<file path="config.mk">
export PLATFORM = sky130hd
export DESIGN_NAME = startup_seq
export DESIGN_NICKNAME = d
export VERILOG_FILES = /design/src/rtl/startup_pkg.sv /design/src/rtl/startup_gate.sv /design/src/rtl/startup_action.sv /design/src/rtl/startup_seq.sv
export SDC_FILE = /design/constraint.sdc
export NUM_CORES = 1
export LEC_CHECK = 0
export ABC_CLOCK_PERIOD_IN_PS = 3300
export CORE_MARGIN = 2
export CORE_UTILIZATION = 30
export CTS_BUF_LIST = sky130_fd_sc_hd__clkbuf_4
export DETAILED_ROUTE_END_ITERATION = 7
export DONT_BUFFER_PORTS = 1
export PLACE_DENSITY_LB_ADDON = 0.15
export SYNTH_ARGS = -nofsm -noshare
export SYNTH_HDL_FRONTEND = slang
export SYNTH_SLANG_ARGS = --single-unit
</file>
<file path="constraint.sdc">
create_clock -name clk -period 3.3 [get_ports clk]
set_clock_uncertainty 0.05 [all_clocks]
set_input_delay 0.165 -clock clk [delete_from_list [all_inputs] [get_ports clk]]
set_output_delay 0.165 -clock clk [all_outputs]
set_load 0.02 [all_outputs]
</file>
<file path="src/rtl/startup_pkg.sv">
package startup_pkg;
    localparam int PHASE_W = 3;
    localparam int NUM_ACT = 4;
    localparam int LAST_PH = (1 << PHASE_W) - 1;

    localparam int ACT_TRI  = 0;
    localparam int ACT_DONE = 1;
    localparam int ACT_GWE  = 2;
    localparam int ACT_EOS  = 3;

    typedef logic [PHASE_W-1:0] phase_t;

    typedef enum logic [2:0] {
        S_IDLE,
        S_RUN,
        S_WAIT_LOCK,
        S_WAIT_MATCH,
        S_WAIT_DONE,
        S_FINISH
    } seq_state_t;
endpackage

</file>
<file path="src/rtl/startup_gate.sv">
module startup_gate
    import startup_pkg::*;
#(
    parameter phase_t LOCK_PH  = phase_t'(1),
    parameter phase_t MATCH_PH = phase_t'(2)
) (
    input  phase_t ph,
    input  phase_t gwe_sel,
    input  logic   wait_lock_en,
    input  logic   lock_in,
    input  logic   wait_match_en,
    input  logic   match_in,
    input  logic   done_rel,
    input  logic   done_in,
    output logic   blk_lock,
    output logic   blk_match,
    output logic   blk_done
);
    always_comb begin
        blk_lock  = (ph == LOCK_PH)  && wait_lock_en  && !lock_in;
        blk_match = (ph == MATCH_PH) && wait_match_en && !match_in;
        blk_done  = (ph == gwe_sel)  && done_rel      && !done_in;
    end
endmodule

</file>
<file path="src/rtl/startup_action.sv">
module startup_action
    import startup_pkg::*;
(
    input  logic   clk,
    input  logic   rst_n,
    input  logic   fire,
    input  phase_t ph,
    input  phase_t sel,
    output logic   on
);
    always_ff @(posedge clk or negedge rst_n) begin
        if (!rst_n) begin
            on <= 1'b0;
        end else if (fire && (ph == sel)) begin
            on <= 1'b1;
        end
    end
endmodule

</file>
<file path="src/rtl/startup_seq.sv">
module startup_seq
    import startup_pkg::*;
#(
    parameter phase_t LOCK_PH  = phase_t'(1),
    parameter phase_t MATCH_PH = phase_t'(2)
) (
    input  logic                clk,
    input  logic                rst_n,
    input  logic                load_done,
    input  logic                wait_lock_en,
    input  logic                wait_match_en,
    input  logic                lock_in,
    input  logic                match_in,
    input  logic                done_in,
    input  logic [PHASE_W-1:0]  tri_phase,
    input  logic [PHASE_W-1:0]  done_phase,
    input  logic [PHASE_W-1:0]  gwe_phase,
    output logic                io_release,
    output logic                done_release,
    output logic                write_en,
    output logic                startup_end
);
    seq_state_t state, state_n;
    phase_t     ph, ph_n;
    logic       blk_lock, blk_match, blk_done;
    logic       fire;
    phase_t     sel_v [NUM_ACT];
    logic       on_v  [NUM_ACT];

    startup_gate #(.LOCK_PH(LOCK_PH), .MATCH_PH(MATCH_PH)) u_gate (
        .ph            (ph),
        .gwe_sel       (gwe_phase),
        .wait_lock_en  (wait_lock_en),
        .lock_in       (lock_in),
        .wait_match_en (wait_match_en),
        .match_in      (match_in),
        .done_rel      (done_release),
        .done_in       (done_in),
        .blk_lock      (blk_lock),
        .blk_match     (blk_match),
        .blk_done      (blk_done)
    );

    // State register
    always_ff @(posedge clk or negedge rst_n) begin
        if (!rst_n) begin
            state <= S_IDLE;
            ph    <= '0;
        end else begin
            state <= state_n;
            ph    <= ph_n;
        end
    end

    // Next state and phase
    always_comb begin
        state_n = state;
        ph_n    = ph;
        fire    = 1'b0;
        unique case (state)
            S_IDLE: begin
                if (load_done) begin
                    state_n = S_RUN;
                    ph_n    = '0;
                end
            end
            S_RUN: begin
                if (blk_lock) begin
                    state_n = S_WAIT_LOCK;
                end else if (blk_match) begin
                    state_n = S_WAIT_MATCH;
                end else if (blk_done) begin
                    state_n = S_WAIT_DONE;
                end else begin
                    fire = 1'b1;
                    if (ph == phase_t'(LAST_PH)) begin
                        state_n = S_FINISH;
                    end else begin
                        ph_n = ph + phase_t'(1);
                    end
                end
            end
            S_WAIT_LOCK:  if (lock_in)  state_n = S_RUN;
            S_WAIT_MATCH: if (match_in) state_n = S_RUN;
            S_WAIT_DONE:  if (done_in)  state_n = S_RUN;
            S_FINISH:     state_n = S_FINISH;
            default:      state_n = S_IDLE;
        endcase
    end

    // Outputs: one sticky unit per action
    always_comb begin
        sel_v[ACT_TRI]  = tri_phase;
        sel_v[ACT_DONE] = done_phase;
        sel_v[ACT_GWE]  = gwe_phase;
        sel_v[ACT_EOS]  = phase_t'(LAST_PH);
    end

    for (genvar i = 0; i < NUM_ACT; i++) begin : g_act
        startup_action u_act (
            .clk   (clk),
            .rst_n (rst_n),
            .fire  (fire),
            .ph    (ph),
            .sel   (sel_v[i]),
            .on    (on_v[i])
        );
    end

    assign io_release   = on_v[ACT_TRI];
    assign done_release = on_v[ACT_DONE];
    assign write_en     = on_v[ACT_GWE];
    assign startup_end  = on_v[ACT_EOS];
endmodule

</file>
; Word-level counts from Yosys, hierarchy flattened
; Cells that the tools add are included.
[totals]
inputBits = 17
n_memories = 0
register_bits = 10
rom_bits = 0
latchBits = 0
elab_cells = 63
ramBits = 0
out_inout_bits = 4
[classes]
reduce_logical = 17
div = 0
eq_ne = 20
addsub = 1
n_bitwise = 0
magnitude_cmp = 0
mul = 0
n_shift = 0
muxes = 19
[ops]
columns = op, count
row1 = $mux W3, 13
row2 = $pmux W3 S6, 1
row3 = $ne A2 B2 Y1 const B, 8
row4 = $logic_and A1 B1 Y1, 10
row5 = $eq A3 B2 Y1 const B, 3
row6 = $eq A3 B3 Y1, 3
row7 = $eq A3 B3 Y1 const B, 3
row8 = $eq A3 B1 Y1 const B, 2
row9 = $pmux W3 S2, 1
row10 = $reduce_and A6 Y1, 1
row11 = $ne A5 B5 Y1 const B, 1
row12 = $reduce_and A5 Y1, 1
row13 = $mux W1, 4
row14 = $add A3 B1 Y3 const B, 1
row15 = $logic_not A1 Y1, 3
row16 = $logic_not A3 Y1, 1
row17 = $reduce_bool A2 Y1, 1

; Depth between registers and ports, before layout
; Gate-level depths: netlist (run 1).
[depth]
ltp_word = 8
ltp_mapped = 8
ltp_nobuf = 7

; Cells and area by module
; Synthesis (run 1) repeated with hierarchy kept, for this count alone.
[hier_totals]
cells_unflattened = 74
area_unflattened_um2 = 709.4
[modules_own_cells]
columns = module, cells_per_inst, area_each_um2, seq_area_each_um2, instances
row1 = startup_seq, 45, 395.4, 150.1, 1
row2 = startup_action, 5, 61.3, 25.0, 4
row3 = startup_gate, 9, 68.8, 0.0, 1

; Least setup slack after synthesis (run 1)
; No wires, ideal clock.
[synth_path]
path_kind = reg-to-reg
from = register ph[0]
to = register ph[1]
path_buffers = 1
required_ns = 3.125
path_stages_with_launch = 9
arrival_ns = 1.711
period_less_slack_ns = 1.886
slack_ns = 1.414
setup_ns = 0.125
path_cell_list = dfrtp_1 > buf_6 > inv_1 > ha_1 > nand2_1 > o31ai_2 > nor4_4 > a31oi_4 > mux2_4
[synth_between]
elab_chain_len = 6
word_cells_on_any_way = 21
classes_between = 1 x add/sub / 8 x eq/ne / 5 x mux / 7 x reduce/logical
[synth_rtl]
columns = element, line
row1 = from (decl), startup_seq.sv:24  ; phase_t ph, ph_n;
row2 = from (signal assigned), startup_seq.sv:51  ; ph <= ph_n;
row3 = $add A3 B1 Y3, startup_seq.sv:79  ; ph_n = ph + phase_t'(1);
row4 = $mux W3, startup_seq.sv:76  ; if (ph == phase_t'(LAST_PH)) begin
row5 = $mux W3, startup_seq.sv:72  ; end else if (blk_done) begin
row6 = $mux W3, startup_seq.sv:70  ; end else if (blk_match) begin
row7 = $mux W3, startup_seq.sv:68  ; if (blk_lock) begin
row8 = $pmux W3 S2, startup_seq.sv:60  ; unique case (state)
; Parallel ways exist; a longest one is shown, timed or not. The select of a mux whose other input is x is not followed.
; A chain may end at the register's enable or synchronous reset.

; Worst setup path after layout (run 1)
[layout_path]
from = register ph[1]
to = register ph[2]
; Same word-level chain as after synthesis.

==> qor.csv, run 1 <==
metric;value;unit
critical path fanouts, max;7;
hpwl dp;1.24;mm
CTS buffer count;3;
Fin Setup TNS;0;ns
ANT nets after route;0;
Die Ht;54.2;um
Worst Path Class, Setup;flop to flop;
crit path max-delay cell type;dfrtp_1;
Antenna diodes;0;
metal2 WL;779;um
Rows;18;
Max-slew headroom;0.624;
Worst-path clk slew;0.08;ns
routed wire length;1.60;mm
worst-margin pin slew;0.560;ns
CTS root buffer;clkbuf_4;
critical path data arrival time;2.15;ns
layout cells sized above 1;0.164;
first-pass GRT wire length;2.61;mm
Clock Path Buffers;2;
GP Congestion;0.748;
Final Instance Count excl. Fillers;103;
critical path's top delay family;compound AO/OA/AOI/OAI gates;
setup bufs post-CTS;0;
hold_buf cts;1;
Final Critical Period;2.04;ns
clock sink count;10;
min-delay worst type;primary input to flop;
ys async rst share;1.00;
power per cell area;775;nW/um^2
Hold Fails Final Rpt;0;
routed wl met3;88;um
outcome;finished, final reports clean;
Vias/cell;4.96;
initial antenna violation count;0;
RSZ-0062 raised after global routing;no;
Final period util;0.619;
worst skew pair latency;0.27;ns
number of global-route vias before repair;537;
Port-buffer cells;0;
die area;2930;sq um
Top FF cell, synth;dfrtp_1;
syn_area_per_cell;10.5;sq um
cts repair resizes;0;
IO Pins;21;
register area share after synthesis;0.332;
Worst setup SP type;flop;
Post-synth EDFFs;0;
Core ar.;2430;sq um
Post-Syn Instances;72;
Setup crit end kind;flop;
H-tree depth;1;
Slew Viols, Final;0;
WL per Instance;15.5;um
fmax;490;MHz
synthesis warning total;0;
worst vdd ir;0.000235;V
WL met1;713;um
crit path buf inv count;0;
fin worst setup slack;1.26;ns
cell breakdown of the critical path;ha_1 > nand2_1 > o31ai_2 > nor4_4 > a31oi_4 > mux2_4;
Tot Pwr;0.623;mW
Worst Setup SP;ph[1];
Max Used Layer;met4;
unique cell type count in the Yosys netlist;32;
Synth Net Count;93;
Remaining DRCs;0;
Initial DRC Count;5;
#FFs+latches synth;10;
CP Data Required Time;3.41;ns
Nets;95;
Worst path max stage delay;0.55;ns
Fin Hold WS;0.118;ns
Syn Std Cell Area;754;sq um
vias;511;
GR Overflow Total;0;
FILL cells;256;
Critical R2R Launch;ph[1];
largest net degree at the start of global routing;11;
Layout area overhead;6.63;%
final setup vio count;0;
GRT Total Usage;0.131;
CTS tree;built;
Initial Utilization;0.310;
hold path start;tri_phase[1];
Leakage;0.339;nW
Placed Instances;98;
MaxCap Viol Count;0;
drt first pass iters;4;
pre-CTS setup slack;1.25;ns
Die X;54.2;um
path summary, 6_finish.rpt:
kind	end	slack (ns)	cells past startpoint
setup reg to reg	ph[2]	1.26	6
max in group asynchronous	g_act[3].u_act.on	2.60	1
setup / recovery	ph[2]	1.26	6
min in group asynchronous	ph[0]	0.25	1
hold / removal	g_act[0].u_act.on	0.12	2
hold reg to reg	state[1]	0.51	1
logic make-up after synthesis:
kind of cell,Yosys count,share of synthesized area
adder cells (fa/ha/maj),4,0.0663
XOR/XNOR,9,0.124
flip-flops,10,0.332
AND/OR/NAND/NOR,19,0.171
buffers and inverters,9,0.0564
AO/OA/AOI/OAI,17,0.182
multiplexers,4,0.0680
cell usage after synthesis, types with 2 or more instances:
master     n  share of area
o21ai_0    2          0.013
xor2_2     2          0.043
xnor2_1    7          0.081
nor2_1     5          0.025
o21a_1     2          0.020
a41o_1     2          0.027
dfrtp_1   10           0.33
inv_1      5          0.025
nand3_1    2          0.013
nand2_1    3          0.015
ha_1       4          0.066
a21oi_1    3          0.020
clkbuf_1   2          0.010
mux2_4     2          0.040
nor3_1     4          0.027
per-layer routing:
| layer | up-vias | track usage |
|---|---|---|
| met3 | 2 | 0.0306 |
| li1 | 253 | - |
| met1 | 244 | 0.161 |
| met4 | 0 | 0.0750 |
| met5 | - | 0 |
| met2 | 12 | 0.207 |
flip-flops by register name (all words and copies together), names as in the netlist:
name,count
g_act.u_act.on,4
ph,3
state,3
cells in the final DEF, fill, tap and decap left out, types with 2 or more instances in the layout:
cell      count
dfrtp_1      10
xnor2_1       7
inv_1         5
nor2_1        5
nor3_1        4
ha_1          4
nand2_1       3
a21oi_1       3
clkbuf_4      3
xor2_2        2
nand3_1       2
o21ai_0       2
o21a_1        2
mux2_4        2
a41o_1        2
final cells by class:
class | count | area (sq um) | share of cell area
Clock buffer | 3 | 22.5 | 0.0280
Clock inverter | 1 | 3.75 | 0.00467
Inverter | 5 | 18.8 | 0.0233
Multi-Input combinational cell | 53 | 462 | 0.574
Sequential cell | 10 | 250 | 0.311
Tap cell | 30 | 37.5 | 0.0467
Timing Repair Buffer | 1 | 10.0 | 0.0124
power breakdown:
| part | total (mW) | internal (mW) | switching [mW] |
|---|---|---|---|
| Sequential | 0.266 | 0.166 | 0.0999 |
| Clock | 0.0903 | 0.0437 | 0.0466 |
| Combinational | 0.267 | 0.135 | 0.133 |
| Total | 0.623 | 0.344 | 0.279 |
per-stage QoR:
step	utilization	area, sq um
after global placement	0.316	768
after floorplan	-	754
after detailed placement	0.316	768
after CTS	0.331	805
final	0.331	805
after global routing	0.331	805
(Power assumes the default switching activity.)
==> run 2, diff against run 1 <==
--- a/config.mk
+++ b/config.mk
@@ -5,7 +5,7 @@
 export SDC_FILE = /design/constraint.sdc
 export NUM_CORES = 1
 export LEC_CHECK = 0
-export ABC_CLOCK_PERIOD_IN_PS = 3300
+export ABC_CLOCK_PERIOD_IN_PS = 1900
 export CORE_MARGIN = 2
 export CORE_UTILIZATION = 30
 export CTS_BUF_LIST = sky130_fd_sc_hd__clkbuf_4
==> constraint.sdc (replaced) <==
create_clock -name clk -period 1.9 [get_ports clk]
set_clock_uncertainty 0.05 [all_clocks]
set_input_delay 0.095 -clock clk [delete_from_list [all_inputs] [get_ports clk]]
set_output_delay 0.095 -clock clk [all_outputs]
set_load 0.02 [all_outputs]
==> qor.csv, run 2 (synthesis gave the netlist of run 1 again) <==
metric;value;unit
Antenna diodes;0;
worst skew pair latency;0.26;ns
RSZ-0062 raised after global routing;yes;
Die X;54.2;um
Placed Instances;111;
Worst Path Class, Setup;flop to flop;
clock sink count;10;
worst vdd ir;0.000480;V
Max-slew headroom;0.667;
Initial Utilization;0.310;
crit path buf inv count;1;
fin area;965;sq um
critical path's top delay family;flip-flops;
cell breakdown of the critical path;buf_4 > xor2_2 > nor4b_4 > nor4_4 > a31oi_4 > mux2_4;
CTS buffer count;3;
Worst path max stage delay;0.44;ns
Die Ht;54.2;um
Rows;18;
Post-DP Area;866;sq um
Clock Path Buffers;2;
critical path data arrival time;1.95;ns
CTS root buffer;clkbuf_4;
Final Core Density;0.397;
commonest non-fill, non-tap cell in the layout;buf_4;
largest net degree at the start of global routing;11;
critical path fanouts, max;5;
commonest non-fill, non-tap cells in the layout;14 x buf_4, 9 x dfrtp_1, 7 x xnor2_1, 5 x inv_1, 5 x nor2_1;
worst-margin pin slew;0.497;ns
Final Critical Period;1.86;ns
H-tree depth;1;
fmax;538;MHz
drt first pass iters;4;
Initial DRC Count;3;
vias;590;
crit path max-delay cell type;dfrtp_2;
CP Data Required Time;1.99;ns
die area;2930;sq um
GRT Total Usage;0.140;
IO Pins;21;
power per cell area;1140;nW/um^2
min-delay worst type;primary input to flop;
Remaining DRCs;0;
Hold Fails Final Rpt;0;
GP Congestion;0.794;
WL per Instance;14.9;um
Worst setup SP type;flop;
number of global-route vias before repair;637;
Final period util;0.978;
worst reg-to-reg path cell count;6;
Final Instance Count excl. Fillers;117;
MaxCap Viol Count;0;
GR Overflow Total;0;
Largest regs;g_act.u_act.on: 4 flops, ph: 3 flops, state: 3 flops;
hold path cells;3;
routed wire length;1.75;mm
register with the most flip-flops;g_act.u_act.on;
FILL cells;257;
max reg flops;4;
outcome;finished, final reports clean;
CTS tree;built;
final setup vio count;0;
Worst-path clk slew;0.06;ns
initial antenna violation count;0;
Core ar.;2430;sq um
ANT nets after route;0;
Setup crit end kind;flop;
Slew Viols, Final;0;
layout cells sized above 1;0.368;
hpwl dp;1.42;mm
worst hold endpoint;state[1];
hold path start;lock_in;
Layout area overhead;27.9;%
capturing point of the worst reg2reg path;ph[1];
first-pass GRT wire length;2.79;mm
Worst R2R Setup Slack;0.04;ns
Critical R2R Launch;ph[0];
Leakage;0.422;nW
Port-buffer cells;0;
Vias/cell;5.04;
Nets;110;
[run 2: worst max-delay path by stage]
stage,start,end,cells past startpoint
after CTS,ph[1],ph[1],6
after global placement,ph[0],ph[1],6
after floorplan,ph[0],ph[1],8
final,ph[0],ph[1],6
after detailed placement,ph[0],ph[1],6
after global routing,ph[1],ph[2],6
[run 2: per-stage QoR]
step,power (mW),TNS (ns),hold slack [ns],worst slack (ns)
after detailed placement,0.924,-0.0575,-0.250,-0.0296
after floorplan,0.862,0,-0.251,0.0137
after CTS,1.08,0,0.0568,0.0103
after global routing,1.21,-0.0598,0.0601,-0.0271
after global placement,0.920,-0.0253,-0.250,-0.0189
final,1.10,0,0.0569,0.0413
[run 2: layer usage]
metal,share of wire,track usage,vias to the layer above
li1,-,-,283
met1,0.41,0.150,285
met2,0.50,0.245,16
met3,0.051,0.0333,6
met4,0.038,0.0875,0
met5,0,0,-
[run 2: where the power goes]
group | internal (mW) | switching [mW] | total [mW]
Sequential | 0.283 | 0.105 | 0.389
Combinational | 0.301 | 0.274 | 0.576
Clock | 0.0729 | 0.0666 | 0.139
[run 2: worst min-delay path, cell delays in order]
cell and delay [ns]:
mux2i_1 0.07, nand2_1 0.10, a21oi_1 0.06
[run 2: final cells by class]
type	count	area, sq um	share of cell area
multi-input cells	53	508	0.527
flip-flops and latches	10	251	0.261
repair buffers	16	126	0.131
well taps	30	37.5	0.0389
clock buffers	3	22.5	0.0233
inverters	5	18.8	0.0195
[run 2: timing repair]
action	4_1_cts	5_1_grt
hold buffers	1	0
hold endpoints to repair	10	0
setup endpoints to repair	2	2
pin swaps	2	1
setup buffers	0	2
gates resized for setup	2	6
==> run 3, diff against run 2 <==
--- a/config.mk
+++ b/config.mk
@@ -7,7 +7,7 @@
 export LEC_CHECK = 0
 export ABC_CLOCK_PERIOD_IN_PS = 1900
 export CORE_MARGIN = 2
-export CORE_UTILIZATION = 30
+export CORE_UTILIZATION = 55
 export CTS_BUF_LIST = sky130_fd_sc_hd__clkbuf_4
 export DETAILED_ROUTE_END_ITERATION = 7
 export DONT_BUFFER_PORTS = 1
==> qor.csv, run 3 (synthesis gave the netlist of run 1 again) <==
metric;value;unit
GR Overflow Total;0;
Sw Ratio;0.426;
Antenna diodes;0;
Worst setup SP type;flop;
Worst Path Class, Setup;flop to flop;
commonest non-fill, non-tap cell in the layout;buf_4;
Core ar.;1280;sq um
clock sink count;10;
power per cell area;1360;nW/um^2
power share of the combinational group;0.525;
Max-slew headroom;0.686;
outcome;finished, final reports clean;
Port-buffer cells;0;
Final period util;0.961;
Clock Path Buffers;2;
CP Data Required Time;1.99;ns
P_int;0.699;mW
Setup crit end kind;flop;
CTS tree;built;
hpwl dp;1.33;mm
min-delay worst type;primary input to flop;
register with the most flip-flops;g_act.u_act.on;
Nets;105;
Die X;41.0;um
layout cells sized above 1;0.366;
commonest non-fill, non-tap cells in the layout;10 x buf_4, 8 x dfrtp_1, 6 x xnor2_1, 5 x nor2_1, 4 x nor3_1;
critical path data arrival time;1.91;ns
ANT nets after route;0;
critical path fanouts, max;5;
GP Congestion;0.809;
worst-margin pin slew;0.470;ns
Worst-path clk slew;0.07;ns
Slew Viols, Final;0;
Final Instance Count excl. Fillers;97;
Largest regs;g_act.u_act.on: 4 flops, ph: 3 flops, state: 3 flops;
WL per Instance;17.8;um
register area;253;sq um
Switch Pwr;0.520;mW
Rows;13;
Multi-input gate area;499;sq um
Die Ht;41.0;um
worst vdd ir;0.000617;V
FILL cells;97;
largest net degree at the start of global routing;11;
H-tree depth;1;
IO Pins;21;
worst skew pair latency;0.25;ns
vias;571;
CTS root buffer;clkbuf_4;
MaxCap Viol Count;0;
number of global-route vias before repair;552;
Leakage;0.391;nW
routed wire length;1.73;mm
max reg flops;4;
initial antenna violation count;0;
Initial DRC Count;15;
CTS buffer count;3;
Initial Utilization;0.587;
fmax;548;MHz
Hold Fails Final Rpt;0;
Fin Hold WS;0.0623;ns
Vias/cell;5.89;
Placed Instances;92;
register share of total power;0.361;
drt first pass iters;4;
Final Critical Period;1.83;ns
GRT Total Usage;0.226;
Layout area overhead;18.9;%
first-pass GRT wire length;2.35;mm
Remaining DRCs;0;
Tot Pwr;1.22;mW
die area;1680;sq um
clock share of power;0.115;
final setup vio count;0;
run 3: changes by cell type in the layout (fill, tap and decap cells not counted), sizes merged:
cell | before | now
buf | 15 | 10
run 3: worst paths after layout:
path / from / end / slack (ns) / cells past startpoint
min in group asynchronous: rst_n / state[0] / 0.18 / 1
max in group asynchronous: rst_n / ph[0] / 1.27 / 1
max reg2reg: ph[0] / ph[1] / 0.07 / 7
min: lock_in / state[1] / 0.06 / 3
max: ph[0] / ph[1] / 0.07 / 7
min reg2reg: state[2] / state[1] / 0.48 / 1
run 3: power groups by stage:
stage	clock network (mW)	logic, mW	registers, mW
after global routing	0.155	0.699	0.457
after CTS	0.143	0.604	0.432
after floorplan	0	0.459	0.403
after global placement	0	0.574	0.425
after detailed placement	0	0.596	0.434
final	0.140	0.639	0.440
run 3: area by class of cell:
type                            instances  share of cell area
Inverter                                5              0.0209
Sequential cell                        10               0.282
Timing Repair Buffer                   11              0.0948
Multi-Input combinational cell         53               0.556
Clock buffer                            3              0.0251
Tap cell                               15              0.0209
run 3: metrics by stage:
stage	instance area, sq um	util	setup WS (ns)	setup TNS [ns]
floorplan	754	-	0.0137	0
global placement	817	0.636	0.0631	0
detailed placement	817	0.636	-0.00113	-0.00113
CTS	851	0.662	0.00412	0
global route	897	0.698	-0.00684	-0.0163
finish	897	0.698	0.0740	0
run 3: worst max-delay path, stage by stage, from the launching register on:
cell	delay (ns)
dfrtp_2	0.46
inv_2	0.07
ha_1	0.15
nand2_2	0.08
o31ai_4	0.28
nor4_4	0.09
a31oi_4	0.20
mux2_4	0.32
run 3: layer usage:
layer | global-route usage | wire length, um | vias up
met1 | 0.243 | 696 | 275
met5 | 0 | 0 | -
met2 | 0.422 | 881 | 17
met4 | 0.0750 | 10 | 0
li1 | - | - | 277
met3 | 0.0543 | 137 | 2
run 3: repair_timing:
action,in CTS,in global routing
endpoints found under the setup margin,2,8
buffers inserted,0,1
gates resized for setup,1,8
pin swaps,0,4
endpoints found under the hold margin,10,0
hold buffers,1,0
